**src/rtl/xlate_pkg.sv**
```systemverilog
package xlate_pkg;
  typedef enum logic [1:0] {
    ST_IDLE  = 2'd0,
    ST_FETCH = 2'd1,
    ST_WAIT  = 2'd2,
    ST_RESP  = 2'd3
  } xl_state_e;

  localparam int unsigned CFG_NREG    = 5;
  localparam int unsigned CFG_BASE    = 0;
  localparam int unsigned CFG_MASK    = 1;
  localparam int unsigned CFG_PURGE   = 2;
  localparam int unsigned CFG_TLBCFG  = 3;
  localparam int unsigned CFG_DIRBASE = 4;
endpackage

```
**src/rtl/xlate_cfg_regs.sv**
```systemverilog
module xlate_cfg_regs
  import xlate_pkg::*;
#(
  parameter int unsigned        ADDR_W  = 64,
  parameter int unsigned        CFG_AW  = 16,
  parameter logic [CFG_AW-1:0]  PRI_OFS = 16'h0300,
  parameter logic [CFG_AW-1:0]  ALT_OFS = 16'h2300
) (
  input  logic              clk,
  input  logic              rst_n,
  input  logic              wr_en,
  input  logic [CFG_AW-1:0] wr_addr,
  input  logic [ADDR_W-1:0] wr_data,
  input  logic [CFG_AW-1:0] rd_addr,
  output logic [ADDR_W-1:0] rd_data,
  output logic [ADDR_W-1:0] base_o,
  output logic [ADDR_W-1:0] mask_o,
  output logic [ADDR_W-1:0] dirbase_o
);
  localparam int unsigned NREG = CFG_NREG;

  logic [ADDR_W-1:0] regs_q [NREG];
  logic [ADDR_W-1:0] regs_d [NREG];
  logic [NREG-1:0]   wsel;
  logic [NREG-1:0]   rsel;

  for (genvar i = 0; i < NREG; i++) begin : g_reg
    localparam logic [CFG_AW-1:0] OFS_P = PRI_OFS + CFG_AW'(i * 8);
    localparam logic [CFG_AW-1:0] OFS_A = ALT_OFS + CFG_AW'(i * 8);

    assign wsel[i] = (wr_addr == OFS_P) || (wr_addr == OFS_A);
    assign rsel[i] = (rd_addr == OFS_P) || (rd_addr == OFS_A);

    always_comb begin
      regs_d[i] = regs_q[i];
      if (wr_en && wsel[i]) regs_d[i] = wr_data;
    end

    always_ff @(posedge clk or negedge rst_n) begin
      if (!rst_n) regs_q[i] <= '0;
      else        regs_q[i] <= regs_d[i];
    end
  end

  always_comb begin
    rd_data = '0;
    for (int i = 0; i < NREG; i++) begin
      if (rsel[i]) rd_data = rd_data | regs_q[i];
    end
  end

  assign base_o    = regs_q[CFG_BASE];
  assign mask_o    = regs_q[CFG_MASK];
  assign dirbase_o = regs_q[CFG_DIRBASE];

  // without a write strobe the window and directory settings hold
  a_r2_hold_no_write: assert property (@(posedge clk) disable iff (!rst_n)
    !wr_en |=> ($stable(base_o) && $stable(mask_o) && $stable(dirbase_o)));

  // two offsets never decode to more than one register
  a_r2_unique_decode: assert property (@(posedge clk) disable iff (!rst_n)
    $onehot0(wsel));
endmodule

```
**src/rtl/xlate_window.sv**
```systemverilog
module xlate_window #(
  parameter int unsigned ADDR_W = 64
) (
  input  logic [ADDR_W-1:0] base_i,
  input  logic [ADDR_W-1:0] mask_i,
  input  logic [ADDR_W-1:0] page_i,
  output logic              hit_o
);
  logic              range_en;
  logic [ADDR_W-1:0] match_val;

  assign range_en  = base_i[0];
  assign match_val = {base_i[ADDR_W-1:1], 1'b0};
  assign hit_o     = range_en && ((page_i & mask_i) == match_val);
endmodule

```
**src/rtl/xlate_entry_dec.sv**
```systemverilog
module xlate_entry_dec #(
  parameter int unsigned ADDR_W     = 64,
  parameter int unsigned PAGE_SHIFT = 12
) (
  input  logic [ADDR_W-1:0] entry_i,
  output logic              valid_o,
  output logic [ADDR_W-1:0] page_o
);
  localparam logic [ADDR_W-1:0] OFS_MASK = (ADDR_W'(1) << PAGE_SHIFT) - ADDR_W'(1);
  localparam logic [ADDR_W-1:0] TOP_BIT  = ADDR_W'(1) << (ADDR_W - 1);
  localparam logic [ADDR_W-1:0] KEEP     = ~(OFS_MASK | TOP_BIT);

  assign valid_o = |(entry_i & TOP_BIT);
  assign page_o  = entry_i & KEEP;
endmodule

```
**src/rtl/xlate_ctrl.sv**
```systemverilog
module xlate_ctrl
  import xlate_pkg::*;
#(
  parameter int unsigned ADDR_W = 64
) (
  input  logic              clk,
  input  logic              rst_n,
  input  logic              req_valid,
  output logic              req_ready,
  input  logic [ADDR_W-1:0] page_addr,
  input  logic              win_hit,
  input  logic [ADDR_W-1:0] fetch_addr,
  output logic              mem_rd_valid,
  output logic [ADDR_W-1:0] mem_rd_addr,
  input  logic              mem_rd_data_valid,
  input  logic              ent_valid,
  input  logic [ADDR_W-1:0] ent_page,
  output logic              rsp_valid,
  output logic [ADDR_W-1:0] rsp_iova,
  output logic [ADDR_W-1:0] rsp_page,
  output logic              rsp_rw,
  output logic              rsp_fault
);
  xl_state_e         state_q, state_d;
  logic [ADDR_W-1:0] iova_q, iova_d;
  logic [ADDR_W-1:0] fetch_q, fetch_d;
  logic [ADDR_W-1:0] page_q, page_d;
  logic              rw_q, rw_d;
  logic              fault_q, fault_d;
  logic              acc_en;
  logic              data_en;

  assign acc_en  = (state_q == ST_IDLE) && req_valid;
  assign data_en = (state_q == ST_WAIT) && mem_rd_data_valid;

  always_comb begin
    state_d = state_q;
    iova_d  = iova_q;
    fetch_d = fetch_q;
    page_d  = page_q;
    rw_d    = rw_q;
    fault_d = fault_q;
    unique case (state_q)
      ST_IDLE: begin
        if (acc_en) begin
          iova_d = page_addr;
          if (win_hit) begin
            fetch_d = fetch_addr;
            state_d = ST_FETCH;
          end else begin
            page_d  = page_addr;
            rw_d    = 1'b1;
            fault_d = 1'b0;
            state_d = ST_RESP;
          end
        end
      end
      ST_FETCH: state_d = ST_WAIT;
      ST_WAIT: begin
        if (data_en) begin
          page_d  = ent_valid ? ent_page : '0;
          rw_d    = ent_valid;
          fault_d = !ent_valid;
          state_d = ST_RESP;
        end
      end
      ST_RESP: state_d = ST_IDLE;
      default: state_d = ST_IDLE;
    endcase
  end

  always_ff @(posedge clk or negedge rst_n) begin
    if (!rst_n) begin
      state_q <= ST_IDLE;
      iova_q  <= '0;
      fetch_q <= '0;
      page_q  <= '0;
      rw_q    <= 1'b0;
      fault_q <= 1'b0;
    end else begin
      state_q <= state_d;
      if (acc_en) begin
        iova_q  <= iova_d;
        fetch_q <= fetch_d;
      end
      if (acc_en || data_en) begin
        page_q  <= page_d;
        rw_q    <= rw_d;
        fault_q <= fault_d;
      end
    end
  end

  assign req_ready    = (state_q == ST_IDLE);
  assign mem_rd_valid = (state_q == ST_FETCH);
  assign mem_rd_addr  = fetch_q;
  assign rsp_valid    = (state_q == ST_RESP);
  assign rsp_iova     = iova_q;
  assign rsp_page     = page_q;
  assign rsp_rw       = rw_q;
  assign rsp_fault    = fault_q;

  // a request outside the window responds in the next cycle
  a_r3_bypass_next: assert property (@(posedge clk) disable iff (!rst_n)
    (req_valid && req_ready && !win_hit) |=> (rsp_valid && !mem_rd_valid));

  // a window hit issues the entry read in the next cycle
  a_r5_fetch_next: assert property (@(posedge clk) disable iff (!rst_n)
    (req_valid && req_ready && win_hit) |=> (mem_rd_valid && !rsp_valid));

  // the read request is a single pulse
  a_r8_fetch_pulse: assert property (@(posedge clk) disable iff (!rst_n)
    mem_rd_valid |=> !mem_rd_valid);

  // the response follows the cycle in which data is taken and lasts one cycle
  a_r8_data_to_rsp: assert property (@(posedge clk) disable iff (!rst_n)
    (state_q == ST_WAIT && mem_rd_data_valid) |=> rsp_valid);
  a_r8_rsp_single: assert property (@(posedge clk) disable iff (!rst_n)
    rsp_valid |=> (!rsp_valid && req_ready));

  // nothing is accepted while a response is presented
  a_r9_no_ready_in_rsp: assert property (@(posedge clk) disable iff (!rst_n)
    rsp_valid |-> !req_ready);

  // a fault never carries permission
  a_r6_fault_no_perm: assert property (@(posedge clk) disable iff (!rst_n)
    rsp_valid |-> (rsp_fault != rsp_rw));
endmodule

```
**src/rtl/iova_pagedir_xlate.sv**
```systemverilog
module iova_pagedir_xlate #(
  parameter int unsigned ADDR_W      = 64,
  parameter int unsigned CFG_AW      = 16,
  parameter int unsigned PAGE_SHIFT  = 12,
  parameter int unsigned ENTRY_BYTES = 8
) (
  input  logic              clk,
  input  logic              rst_n,
  input  logic              cfg_wr_en,
  input  logic [CFG_AW-1:0] cfg_wr_addr,
  input  logic [ADDR_W-1:0] cfg_wr_data,
  input  logic [CFG_AW-1:0] cfg_rd_addr,
  output logic [ADDR_W-1:0] cfg_rd_data,
  input  logic              req_valid,
  output logic              req_ready,
  input  logic [ADDR_W-1:0] req_iova,
  output logic              mem_rd_valid,
  output logic [ADDR_W-1:0] mem_rd_addr,
  input  logic              mem_rd_data_valid,
  input  logic [ADDR_W-1:0] mem_rd_data,
  output logic              rsp_valid,
  output logic [ADDR_W-1:0] rsp_iova,
  output logic [ADDR_W-1:0] rsp_page,
  output logic              rsp_rw,
  output logic              rsp_fault
);
  localparam int unsigned       ENTRY_SHIFT = $clog2(ENTRY_BYTES);
  localparam logic [ADDR_W-1:0] PAGE_KEEP   = ~((ADDR_W'(1) << PAGE_SHIFT) - ADDR_W'(1));

  logic [ADDR_W-1:0] base_w, mask_w, dirbase_w;
  logic [ADDR_W-1:0] page_addr;
  logic [ADDR_W-1:0] dir_index;
  logic [ADDR_W-1:0] fetch_addr;
  logic              win_hit;
  logic              ent_valid;
  logic [ADDR_W-1:0] ent_page;

  assign page_addr  = req_iova & PAGE_KEEP;
  assign dir_index  = req_iova >> PAGE_SHIFT;
  assign fetch_addr = dirbase_w + (dir_index << ENTRY_SHIFT);

  xlate_cfg_regs #(.ADDR_W(ADDR_W), .CFG_AW(CFG_AW)) u_cfg (
    .clk       (clk),
    .rst_n     (rst_n),
    .wr_en     (cfg_wr_en),
    .wr_addr   (cfg_wr_addr),
    .wr_data   (cfg_wr_data),
    .rd_addr   (cfg_rd_addr),
    .rd_data   (cfg_rd_data),
    .base_o    (base_w),
    .mask_o    (mask_w),
    .dirbase_o (dirbase_w)
  );

  xlate_window #(.ADDR_W(ADDR_W)) u_win (
    .base_i (base_w),
    .mask_i (mask_w),
    .page_i (page_addr),
    .hit_o  (win_hit)
  );

  xlate_entry_dec #(.ADDR_W(ADDR_W), .PAGE_SHIFT(PAGE_SHIFT)) u_dec (
    .entry_i (mem_rd_data),
    .valid_o (ent_valid),
    .page_o  (ent_page)
  );

  xlate_ctrl #(.ADDR_W(ADDR_W)) u_ctrl (
    .clk               (clk),
    .rst_n             (rst_n),
    .req_valid         (req_valid),
    .req_ready         (req_ready),
    .page_addr         (page_addr),
    .win_hit           (win_hit),
    .fetch_addr        (fetch_addr),
    .mem_rd_valid      (mem_rd_valid),
    .mem_rd_addr       (mem_rd_addr),
    .mem_rd_data_valid (mem_rd_data_valid),
    .ent_valid         (ent_valid),
    .ent_page          (ent_page),
    .rsp_valid         (rsp_valid),
    .rsp_iova          (rsp_iova),
    .rsp_page          (rsp_page),
    .rsp_rw            (rsp_rw),
    .rsp_fault         (rsp_fault)
  );

  // a granted translated page is always page aligned
  a_r7_page_aligned: assert property (@(posedge clk) disable iff (!rst_n)
    rsp_valid |-> ((rsp_page & ~PAGE_KEEP) == '0));
endmodule

```
**config.mk**
```make
export PLATFORM = sky130hd
export DESIGN_NAME = iova_pagedir_xlate
export DESIGN_NICKNAME = d
export VERILOG_FILES = /design/src/rtl/xlate_pkg.sv /design/src/rtl/xlate_cfg_regs.sv /design/src/rtl/xlate_window.sv /design/src/rtl/xlate_entry_dec.sv /design/src/rtl/xlate_ctrl.sv /design/src/rtl/iova_pagedir_xlate.sv
export SDC_FILE = /design/constraint.sdc
export NUM_CORES = 1
export LEC_CHECK = 0
export CORE_MARGIN = 2
export CORE_UTILIZATION = 58
export CTS_CLUSTER_SIZE = 12
export DETAILED_ROUTE_END_ITERATION = 10
export PLACE_DENSITY = 0.91
export SYNTH_ARGS = -nofsm -noshare
export SYNTH_HDL_FRONTEND = slang
export SYNTH_HIERARCHICAL = 1
export SYNTH_SLANG_ARGS = --single-unit
```
**constraint.sdc**
```tcl
create_clock -name clk -period 5.7 [get_ports clk]
set_input_delay 0.57 -clock clk [delete_from_list [all_inputs] [get_ports clk]]
set_output_delay 0.57 -clock clk [all_outputs]
set_load 0.05 [all_outputs]
```
==> reports/qor.txt <==
status -> finished with violations
failing checks -> negative hold slack
CP Buf/Inv Count -> 3
Max Buffers Root-to-Sink -> 3
switching fraction of total power -> 0.374
Worst-path clk slew -> 0.06 ns
post-synthesis mux area share -> 0.227
CP top delay family -> buffers and inverters
Starting Density -> 0.586
Post-route DRC -> 0
CORE AREA -> 50,000 µm²
share of the synthesized area in the top cell type -> 0.441
final net count -> 3,020
Worst-Skew Late Latency -> 0.62 ns
RR Endpoint -> u_ctrl/mem_rd_addr[63]
layout cell share with drive strength beyond 1 -> 0.229
final hold vios -> 12
yosys warns -> 6
DR vias -> 21,181
FF+latch count, synth -> 516
first-pass GRT wire length -> 135 mm
CTS tree -> yes
Pint -> 7.76 mW
maximum VDD drop -> 0.268 mV
commonest cells after routing, fill and taps aside -> dfrtp_1 (516), clkdlybuf4s50_1 (460), mux2_2 (418), a22oi_1 (129), a21oi_1 (123)
Antenna Violating Nets Remaining -> 0
clk_skew -> 0.0246 ns
Num CTS Buffers -> 54
crit path kind -> primary input to output pin
Post-CTS Hold Buffers -> 0
Buffers on Ports -> 463
worst reg2reg setup slack -> 1.57 ns
R2R cell count -> 11
most common cell after layout, fill and taps aside -> dfrtp_1
clk root buf -> clkbuf_16
setup violators final -> 0
element type at the critical path end -> output pin
Fin Setup TNS -> 0 ns
Wirelength per Cell -> 25.8 µm
DRT Wirelength -> 89.2 mm
Min Hold Slack -> -0.0557 ns
Max-Cap Viols -> 0
Worst Tran Pin Value -> 1.20 ns
clock network power share -> 0.287
Synth Area in Adders -> 0.0251
slowest library cell on the worst path -> clkdlybuf4s50_1
Critical Path AT -> 3.78 ns
Slew headroom -> 0.202
Post-Synth Simple-Gate Area -> 0.0652
PwrDens -> 362 nW/µm²
CP cell instances -> clkdlybuf4s50_1 > nor4bb_1 > and4_2 > buf_4 > a22oi_1 > o21ai_1 > clkdlybuf4s50_1
half-perimeter wire length after placement -> 64.5 mm
most used cell, CP -> clkdlybuf4s50_1
Pre-antenna DRT Iters -> 5
reg2reg start -> u_cfg/dirbase_o[9]
number of synthesized flops with an enable pin -> 0
Comb power frac -> 0.356
# IOs -> 490
Compound-Gate Fraction of Synth Area -> 0.108
Critical Path Start Type -> primary input
Resized Gates After CTS -> 0
register share of total power -> 0.356
Async SR Flop Fraction -> 1.00
routability cong. -> 0.955
min Tclk post-route -> 4.35 ns
largest family of logic cells by synthesized area -> multiplexers
vias in the first global route -> 21,599
synthesized cell area -> 29,300 µm²
main flop type after synthesis -> dfrtp_1
vias per inst -> 6.14
die area -> 52,300 µm²
H-tree levels -> 2
Die Ht -> 229 µm
syn avg cell area -> 11.6 µm²
most area-consuming cells after synthesis -> dfrtp_1 (44%), mux2_2 (16%), buf_4 (6.8%)
CTS sink count -> 516
GRT overflow -> 0
count of different cell masters after synthesis -> 94
Mapped Cells -> 2,512
Synth area leader -> dfrtp_1
Die X -> 229 µm
Filler cells -> 3,512
Max Fclk -> 230 MHz
initial antenna violation count -> 15
worst min-delay path class -> primary input to async pin
XOR/XNOR share of the synthesized area -> 0.0275
worst endpoint required time -> 5.13 ns
GRT Total Usage -> 0.336
slowest cell delay on critical path -> 0.96 ns
setup bufs post-CTS -> 0
part of the Yosys area used for sequential elements -> 0.441
pin count of the biggest net entering global routing -> 179
Final Util -> 0.686
unrepaired setup endpoints after global routing -> no
row count -> 82
NetSw -> 4.64 mW
highest fanout seen on the critical path -> 16
LEAKAGE -> 15.8 nW
max-slew violations -> 0
Tcrit/Tclk final -> 0.764
area delta synth->final -> 17.1%
initial DRC count -> 1,743
## per-stage QoR
stage	hold WS, ns	setup WS (ns)	power [mW]	instance area (µm²)	std cells
after floorplan	0.274	2.42	7.30	29500	2564
after global placement	0.461	1.04	8.72	32500	3349
after detailed placement	0.475	0.989	8.88	32500	3349
after CTS	0.0232	1.38	12.4	34200	3441
after global routing	0.0237	1.28	12.8	34300	3449
final	-0.0557	1.35	12.4	34300	3450
## cell families (layout without fill, tap and decap cells)
group,after synthesis,in the layout
mux,578,578
flops,516,516
compound gates,476,476
buf+inv,462,667
simple gates,328,328
xor+xnor,92,92
fa+ha+maj,58,58
other cells,2,63
## flip-flops by register name (all words and copies together), names as in the netlist
signal	count
u_cfg/dirbase_o	64
u_ctrl/rsp_iova	64
u_ctrl/rsp_fault	1
u_cfg/base_o	64
u_ctrl/rsp_page	64
u_ctrl/mem_rd_addr	64
u_cfg/regs_q	128
u_ctrl/rsp_rw	1
u_cfg/mask_o	64
u_ctrl/state_q	2
## routing by layer
layer | share of wire | track usage | routed length (µm)
met1 | 0.41 | 0.448 | 36500
met3 | 0.083 | 0.0721 | 7420
met4 | 0.045 | 0.143 | 4030
met5 | 0.00033 | 0 | 29
met2 | 0.46 | 0.534 | 41200
## synth_stat cells, types with 9 or more instances
library cell  instances
and3b_1               9
mux2_1               35
nor2b_1              65
a21o_1               36
xnor2_1              39
nand4_1              22
dfrtp_1             516
mux2_2              418
nand2_1             103
o21bai_1             16
buf_2                29
clkbuf_1             48
mux2i_1              65
a21oi_1             123
o21ai_1              42
nor2_1               30
nand3_1              25
o22ai_1               9
o21ai_0              39
inv_1                82
a22oi_1             129
buf_6                27
mux2_4               60
buf_4               266
ha_1                 57
xor2_1               53
## worst max-delay path by stage
stage                   start  cells after the start                      to
3_3_place_gp     req_iova[18]                     12  u_ctrl/mem_rd_addr[57]
2_1_floorplan  cfg_rd_addr[3]                      6         cfg_rd_data[10]
6_report       cfg_rd_addr[8]                      7         cfg_rd_data[31]
4_1_cts        cfg_rd_addr[8]                      7         cfg_rd_data[32]
5_1_grt        cfg_rd_addr[8]                      7         cfg_rd_data[32]
3_5_place_dp     req_iova[18]                     12  u_ctrl/mem_rd_addr[63]
## worst register-to-register path, stage by stage, from the launching register on
cell and delay (ns):
dfrtp_1 0.44, ha_1 0.38, a21oi_1 0.31, o21bai_1 0.10, a311oi_1 0.63, a211oi_1 0.25
o21ai_0 0.40, a21boi_0 0.30, o211ai_1 0.56, a21oi_1 0.19, xor2_1 0.20, mux2_2 0.27
## cell type report
cell class,count,area (µm²),share of cell area
Tap cell,672,841,0.0245
Multi-Input combinational cell,1586,13500,0.394
Clock buffer,80,1580,0.0461
Sequential cell,516,12900,0.377
Timing Repair Buffer,493,4920,0.143
Antenna cell,9,22.5,0.000657
Clock inverter,12,181,0.00529
Inverter,82,308,0.00898
## power groups by stage
stage | sequential, mW | combinational (mW) | clock (mW)
6_report | 4.42 | 4.42 | 3.56
5_1_grt | 4.47 | 4.61 | 3.76
3_3_place_gp | 4.44 | 4.29 | 0
3_5_place_dp | 4.48 | 4.40 | 0
2_1_floorplan | 6.09 | 1.21 | 0
4_1_cts | 4.42 | 4.41 | 3.60
No activity file was read; power rests on OpenSTA's default activity.
